--- src/rtl/stream_route_pkg.sv ---
package stream_route_pkg;

    typedef enum logic {
        DIR_READ  = 1'b0,
        DIR_WRITE = 1'b1
    } route_dir_e;

    // index width for a lane/bank number; at least one bit
    function automatic int lane_idx_w(input int lanes);
        return (lanes < 2) ? 1 : $clog2(lanes);
    endfunction

endpackage

--- src/rtl/lane_rank.sv ---
// Prefix population count: rank[i] = number of set mask bits below lane i.
module lane_rank #(
    parameter int LANES = 4,
    parameter int CNT_W = 3
) (
    input  logic [LANES-1:0]            mask,
    output logic [LANES-1:0][CNT_W-1:0] rank,
    output logic [CNT_W-1:0]            total
);

    always_comb begin
        logic [CNT_W-1:0] run;
        run = '0;
        for (int i = 0; i < LANES; i++) begin
            rank[i] = run;
            run     = run + CNT_W'(mask[i]);
        end
        total = run;
    end

endmodule

--- src/rtl/bank_rotator.sv ---
// Logarithmic rotator. Gather: dout[j] = din[(j+amt) mod LANES].
// Scatter: dout[(j+amt) mod LANES] = din[j].
module bank_rotator #(
    parameter int LANES   = 4,
    parameter int ELEM_W  = 33,
    parameter bit SCATTER = 1'b0,
    localparam int IDX_W  = stream_route_pkg::lane_idx_w(LANES)
) (
    input  logic [LANES-1:0][ELEM_W-1:0] din,
    input  logic [IDX_W-1:0]             amt,
    output logic [LANES-1:0][ELEM_W-1:0] dout
);

    logic [LANES-1:0][ELEM_W-1:0] stg [IDX_W+1];

    assign stg[0] = din;

    for (genvar s = 0; s < IDX_W; s++) begin : g_stage
        for (genvar j = 0; j < LANES; j++) begin : g_lane
            localparam int STEP = (1 << s) % LANES;
            localparam int SRC  = SCATTER ? ((j - STEP + LANES) % LANES)
                                          : ((j + STEP) % LANES);
            assign stg[s+1][j] = amt[s] ? stg[s][SRC] : stg[s][j];
        end
    end

    assign dout = stg[IDX_W];

endmodule

--- src/rtl/lane_packer.sv ---
// Mask-driven packer. Compact: slot k takes the lane of rank k.
// Expand: lane i takes slot rank[i]. Unselected outputs are zero.
module lane_packer #(
    parameter int LANES  = 4,
    parameter int ELEM_W = 33,
    parameter int CNT_W  = 3,
    parameter bit EXPAND = 1'b0
) (
    input  logic [LANES-1:0]             mask,
    input  logic [LANES-1:0][CNT_W-1:0]  rank,
    input  logic [LANES-1:0][ELEM_W-1:0] din,
    output logic [LANES-1:0][ELEM_W-1:0] dout
);

    if (EXPAND) begin : g_expand
        always_comb begin
            dout = '0;
            for (int i = 0; i < LANES; i++) begin
                for (int k = 0; k < LANES; k++) begin
                    if (mask[i] && (rank[i] == CNT_W'(k))) begin
                        dout[i] = din[k];
                    end
                end
            end
        end
    end else begin : g_compact
        always_comb begin
            dout = '0;
            for (int k = 0; k < LANES; k++) begin
                for (int i = 0; i < LANES; i++) begin
                    if (mask[i] && (rank[i] == CNT_W'(k))) begin
                        dout[k] = din[i];
                    end
                end
            end
        end
    end

endmodule

--- src/rtl/stream_router.sv ---
module stream_router #(
    parameter int LANES  = 4,
    parameter int DATA_W = 32,
    parameter int POS_W  = 16,
    localparam int IDX_W = stream_route_pkg::lane_idx_w(LANES),
    localparam int CNT_W = IDX_W + 1,
    localparam int ROW_W = POS_W - IDX_W
) (
    input  logic                    clk,
    input  logic                    rst_n,
    input  logic                    xfer_valid,
    input  logic                    xfer_write,
    input  logic [POS_W-1:0]        head_pos,
    input  logic [LANES-1:0]        lane_mask,
    input  logic [LANES*DATA_W-1:0] pe_wdata,
    input  logic [LANES*DATA_W-1:0] bank_rdata,
    output logic                    done_valid,
    output logic                    done_is_write,
    output logic [CNT_W-1:0]        moved_cnt,
    output logic [POS_W-1:0]        next_head,
    output logic [LANES-1:0]        bank_we,
    output logic [LANES*DATA_W-1:0] bank_wdata,
    output logic [LANES*ROW_W-1:0]  bank_row,
    output logic [LANES-1:0]        pe_rvalid,
    output logic [LANES*DATA_W-1:0] pe_rdata
);
    import stream_route_pkg::*;

    localparam int ELEM_W = DATA_W + 1;

    typedef struct packed {
        logic                         done;
        logic                         is_wr;
        logic [CNT_W-1:0]             cnt;
        logic [POS_W-1:0]             nhead;
        logic [LANES-1:0]             we;
        logic [LANES-1:0][DATA_W-1:0] wdata;
        logic [LANES-1:0][ROW_W-1:0]  row;
        logic [LANES-1:0]             rvalid;
        logic [LANES-1:0][DATA_W-1:0] rdata;
    } route_state_t;

    route_state_t st_d, st_q;

    logic [LANES-1:0][DATA_W-1:0] wd_lane, rd_bank;
    logic [LANES-1:0][CNT_W-1:0]  rank;
    logic [CNT_W-1:0]             total;
    logic [IDX_W-1:0]             rot_amt;
    logic [LANES-1:0][ELEM_W-1:0] wr_in, wr_packed, wr_banked;
    logic [LANES-1:0][ELEM_W-1:0] rd_in, rd_slots, rd_lanes;
    logic [LANES-1:0][ROW_W-1:0]  win_row;

    assign wd_lane = pe_wdata;
    assign rd_bank = bank_rdata;
    assign rot_amt = head_pos[IDX_W-1:0];

    // shared prefix count of the condition mask
    lane_rank #(.LANES(LANES), .CNT_W(CNT_W)) u_rank (
        .mask  (lane_mask),
        .rank  (rank),
        .total (total)
    );

    // write path: pack enabled lanes, then scatter to banks from the head
    for (genvar i = 0; i < LANES; i++) begin : g_wr_tag
        assign wr_in[i] = {1'b1, wd_lane[i]};
        assign rd_in[i] = {1'b1, rd_bank[i]};
    end

    lane_packer #(.LANES(LANES), .ELEM_W(ELEM_W), .CNT_W(CNT_W), .EXPAND(1'b0)) u_compact (
        .mask (lane_mask),
        .rank (rank),
        .din  (wr_in),
        .dout (wr_packed)
    );

    bank_rotator #(.LANES(LANES), .ELEM_W(ELEM_W), .SCATTER(1'b1)) u_wr_rot (
        .din  (wr_packed),
        .amt  (rot_amt),
        .dout (wr_banked)
    );

    // read path: gather the window into stream order, then expand to lanes
    bank_rotator #(.LANES(LANES), .ELEM_W(ELEM_W), .SCATTER(1'b0)) u_rd_rot (
        .din  (rd_in),
        .amt  (rot_amt),
        .dout (rd_slots)
    );

    lane_packer #(.LANES(LANES), .ELEM_W(ELEM_W), .CNT_W(CNT_W), .EXPAND(1'b1)) u_expand (
        .mask (lane_mask),
        .rank (rank),
        .din  (rd_slots),
        .dout (rd_lanes)
    );

    // row served by each bank inside the window that starts at the head
    for (genvar b = 0; b < LANES; b++) begin : g_row
        logic [IDX_W-1:0] offs;
        logic [POS_W-1:0] pos;
        assign offs       = IDX_W'(b) - rot_amt;
        assign pos        = head_pos + POS_W'(offs);
        assign win_row[b] = pos[POS_W-1:IDX_W];
    end

    always_comb begin
        st_d       = '0;
        st_d.nhead = st_q.nhead;
        if (xfer_valid) begin
            st_d.done  = 1'b1;
            st_d.is_wr = xfer_write;
            st_d.cnt   = total;
            st_d.nhead = head_pos + POS_W'(total);
            st_d.row   = win_row;
            if (route_dir_e'(xfer_write) == DIR_WRITE) begin
                for (int b = 0; b < LANES; b++) begin
                    st_d.we[b]    = wr_banked[b][DATA_W];
                    st_d.wdata[b] = wr_banked[b][DATA_W-1:0];
                end
            end else begin
                for (int i = 0; i < LANES; i++) begin
                    st_d.rvalid[i] = rd_lanes[i][DATA_W];
                    st_d.rdata[i]  = rd_lanes[i][DATA_W-1:0];
                end
            end
        end
    end

    always_ff @(posedge clk or negedge rst_n) begin
        if (!rst_n) begin
            st_q <= '0;
        end else begin
            st_q <= st_d;
        end
    end

    assign done_valid    = st_q.done;
    assign done_is_write = st_q.is_wr;
    assign moved_cnt     = st_q.cnt;
    assign next_head     = st_q.nhead;
    assign bank_we       = st_q.we;
    assign bank_wdata    = st_q.wdata;
    assign bank_row      = st_q.row;
    assign pe_rvalid     = st_q.rvalid;
    assign pe_rdata      = st_q.rdata;

endmodule

--- config.mk ---
export PLATFORM = sky130hd
export DESIGN_NAME = stream_router
export DESIGN_NICKNAME = d
export VERILOG_FILES = /design/src/rtl/stream_route_pkg.sv /design/src/rtl/lane_rank.sv /design/src/rtl/bank_rotator.sv /design/src/rtl/lane_packer.sv /design/src/rtl/stream_router.sv
export SDC_FILE = /design/constraint.sdc
export NUM_CORES = 1
export LEC_CHECK = 0
export BUFFER_PORTS_ARGS = -buffer_cell sky130_fd_sc_hd__buf_2
export CAP_MARGIN = 40
export CORE_UTILIZATION = 35
export CTS_BUF_LIST = sky130_fd_sc_hd__clkbuf_2
export DETAILED_ROUTE_END_ITERATION = 6
export GPL_TIMING_DRIVEN = 0
export RECOVER_POWER = 50
export SYNTH_ARGS = -nofsm -noshare
export SYNTH_HDL_FRONTEND = slang
export SYNTH_SLANG_ARGS = --single-unit
--- constraint.sdc ---
create_clock -name clk -period 2.1 [get_ports clk]
set_clock_uncertainty 0.2 [all_clocks]
set_input_delay 0.105 -clock clk [delete_from_list [all_inputs] [get_ports clk]]
set_output_delay 0.105 -clock clk [all_outputs]
set_load 0.005 [all_outputs]
==> summary.md <==
| Metric | Value |
|---|---|
| Outcome | `complete, but fails checks` |
| Failing checks | `design-rule violations, negative setup slack` |
| Most common cell after layout, fill and taps aside | `dlygate4sd3_1` |
| Synthesis-to-layout area growth | `60.8%` |
| Core area | `~62,000 µm²` |
| H-tree levels | `3` |
| M2 GR Usage | `0.625` |
| CP Max Fanout | `10` |
| Vias per inst | `~6.2` |
| Detailed Place HPWL | `83.6 mm` |
| YS warnings | `0` |
| M1 GR Usage | `0.448` |
| Multi-input logic area | `12,300 µm²` |
| Initial Util | `0.353` |
| Worst setup EP type | `flip-flop` |
| Port Buffers | `616` |
| Final Hold Fails | `0` |
| Post-Route WL | `126 mm` |
| Leakage | `16.0 nW` |
| Tcrit/Tclk final | `1.09` |
| Setup TNS | `-3940 ps` |
| Register area share after synthesis | `0.392` |
| Clk sinks | `341` |
| CP Data Required Time | `2870 ps` |
| Vias | `27.9k` |
| CTS root buf | `clkbuf_2` |
| # DRC | `9` |
| Netlist cell types | `between 60 and 70` |
| Seq cells post-synth | `about 340` |
| Measured slew at the worst slew-check pin | `1000 ps` |
| Syn avg cell area | `10.6 µm²` |
| Power consumption | `around 0.018 W` |
| P_int | `0.0117 W` |
| Net Switching | `0.00665 W` |
| 1st-iter DRT viols | `approximately 3.6k` |
| Die area | `around 63,000 µm²` |
| Layout Nets | `3,832` |
| Most frequent cells in the layout | `749 x dlygate4sd3_1, 622 x buf_2, 335 x dfrtp_1, 169 x clkbuf_1, 169 x clkbuf_2` |
| Crit Path Class | `in -> reg` |
| Row count | `91` |
| Initial antenna violation count | `18` |
| Achievable Freq | `between 0.4 and 0.5 GHz` |
| Pwr dens | `524 nW/µm²` |
| Fill cells | `5,384` |
| Peak VDD IR | `between 0.0003 and 0.0004 V` |
| GRT overflow | `0` |
| Minimum clock period | `about 2300 ps` |
| Syn Inst Count | `2,047` |
| GP Congestion | `0.971` |
| Unrepaired setup endpoints after global routing | `yes` |
| Asr flop ratio synth | `1.00` |
| Met3 global-route usage | `0.108` |
| TritonCTS Buffers | `93` |
| Io pins | `621` |
| Clock power share | `0.267` |
| FF+latch area | `around 8500 µm²` |
| Synthesized area | `21,800 µm²` |
| Total iterations of the first detailed-routing run | `7` |
| Number of max-cap violations | `0` |
| Total track usage | `0.383` |
| Clk buf depth | `3` |
| Sequential power share | `0.383` |
| CTS tree | `yes` |
| Vias in the first global route | `28.5k` |
| CP startpoint kind | `primary input` |
| Data arrival, critical path | `around 3100 ps` |
| Post-Layout Cell Count | `around 4.5k` |
| Placement Setup Slack | `-2020 ps` |
| Layout cells sized above 1 | `0.300` |
| Worst slew margin | `0.328` |
| Post-route setup slack | `-191 ps` |
| Final setup viols | `slightly below 100` |
| GRT Max-Usage Layer | `met2` |
| Net Sw Frac | `0.362` |
| Worst-Skew Late Latency | `around 1100 ps` |
| EDFF count, synth | `0` |
| Syn_nets | `2,345` |
| Die height | `251 µm` |
| Antenna Nets Post-Route | `0` |
| DP Cell Count | `3,505` |
| First-pass GRT wire length | `181 mm` |
| Post-DR wirelength/cell | `28.3 µm` |
| Hold Path Class | `in -> reg` |
| Die width | `251 µm` |
| Leading register cell type out of synthesis | `dfrtp_1` |
| Clk pin slew, worst setup/hold paths | `between 100 and 150 ps` |
| Pin count of the biggest net entering global routing | `121` |
| Pins Over Slew Limit | `0` |
| Logic pwr share | `0.349` |
==> flip-flops by register name, summed over array words and instances (netlist names) <==
name	count
bank_wdata	128
pe_rdata	128
bank_row	56
next_head	16
bank_we	4
pe_rvalid	4
moved_cnt	3
done_is_write	1
done_valid	1
==> routing by layer <==
metal	up-vias	wire [µm]
li1	11200	-
met1	13400	44800
met2	2589	58500
met3	667	14800
met4	6	7930
met5	-	54
==> Yosys cell counts, types with 4 or more instances <==
master / count / area (µm²)
dfrtp_1: 341 / 8530
clkbuf_1: 171 / 642
mux4_2: 128 / 2880
a21oi_1: 116 / 581
o21ai_0: 114 / 571
a22oi_1: 97 / 728
o22ai_1: 96 / 601
nor2_1: 74 / 278
and3_1: 67 / 419
mux2i_1: 67 / 671
o32ai_1: 66 / 578
buf_2: 58 / 290
nand2_1: 56 / 210
and2_1: 49 / 307
nand3_1: 41 / 205
nor3_1: 38 / 190
and4_1: 36 / 315
o211a_1: 34 / 340
a21o_1: 33 / 248
nand3b_1: 33 / 248
a221oi_1: 32 / 280
a222oi_1: 32 / 320
a2bb2oi_1: 32 / 280
o22a_1: 32 / 280
mux2_2: 21 / 236
inv_1: 18 / 67.6
xor2_1: 17 / 149
ha_1: 15 / 188
mux2_1: 14 / 158
xnor2_1: 12 / 105
buf_4: 10 / 75.1
or3_1: 10 / 62.6
buf_6: 9 / 101
nand2b_1: 9 / 56.3
nand4_1: 9 / 56.3
buf_1: 6 / 22.5
o31ai_1: 6 / 45.0
o311ai_0: 4 / 35.0
o41ai_1: 4 / 35.0
==> critical path, stage by stage <==
cell	delay, ps
buf_6	110
clkbuf_2	150
clkinvlp_4	100
fa_2	450
buf_6	150
buf_4	140
or2_2	310
a211oi_2	590
buf_4	330
a222oi_1	130
buf_4	170
buf_4	130
o22ai_2	200
==> timing repair <==
| item | CTS | global route |
|---|---|---|
| setup endpoints to repair | 245 | 479 |
| pin swaps | 7 | 10 |
| buffers inserted | 10 | 10 |
| gates cloned | 0 | 1 |
| hold buffers | 732 | 42 |
| hold endpoints to repair | 682 | 135 |
| gates resized for setup | 58 | 81 |
==> power groups by stage <==
stage	combinational (W)	clock (W)	sequential, W
final	0.00641	0.00491	0.00704
after global routing	0.00666	0.00536	0.00706
after CTS	0.00600	0.00501	0.00703
after detailed placement	0.00462	0	0.00715
after global placement	0.00453	0	0.00716
after floorplan	0.00253	0	0.00716
==> kinds of logic after synthesis <==
kind of cell               after synthesis  synth area share
adders and majority gates               18            0.0114
xor gates and xnor gates                29            0.0117
and+or+nand+nor                        440             0.115
DFF                                    341             0.392
muxes                                  230             0.181
AOI/OAI and AO/OA                      714             0.233
buffers and inverters                  275            0.0557
==> worst paths after layout <==
check / start / end / slack, ps / cells after the start
min: lane_mask[0] / bank_wdata[96]$_DFF_PN0_ / 10 / 7
max reg2reg: next_head[3]$_DFFE_PN0P_ / next_head[3]$_DFFE_PN0P_ / 920 / 2
min in group asynchronous: rst_n / bank_wdata[109]$_DFF_PN0_ / 440 / 4
max in group asynchronous: rst_n / bank_wdata[123]$_DFF_PN0_ / 110 / 5
min reg2reg: next_head[7]$_DFFE_PN0P_ / next_head[7]$_DFFE_PN0P_ / 300 / 2
max: lane_mask[2] / bank_wdata[107]$_DFF_PN0_ / -190 / 13
==> area by class of cell <==
cell class,count,share of cell area
tap,837,0.0299
clock inverter,37,0.00547
multi-input combinational,1431,0.353
timing repair buffer,1395,0.311
buffer,252,0.0343
inverter,20,0.00247
clock buffer,130,0.0186
sequential,341,0.244
antenna,17,0.00122
==> per-stage QoR <==
step	util	hold slack [ps]	cell area [µm²]
6_report	0.568	13.4	35000
5_1_grt	0.568	23.3	35000
4_1_cts	0.560	-777	34500
3_5_place_dp	0.424	50.5	26100
3_3_place_gp	0.422	99.7	26000
2_1_floorplan	-	-391	21900
No activity file was read; power rests on OpenSTA's default activity.
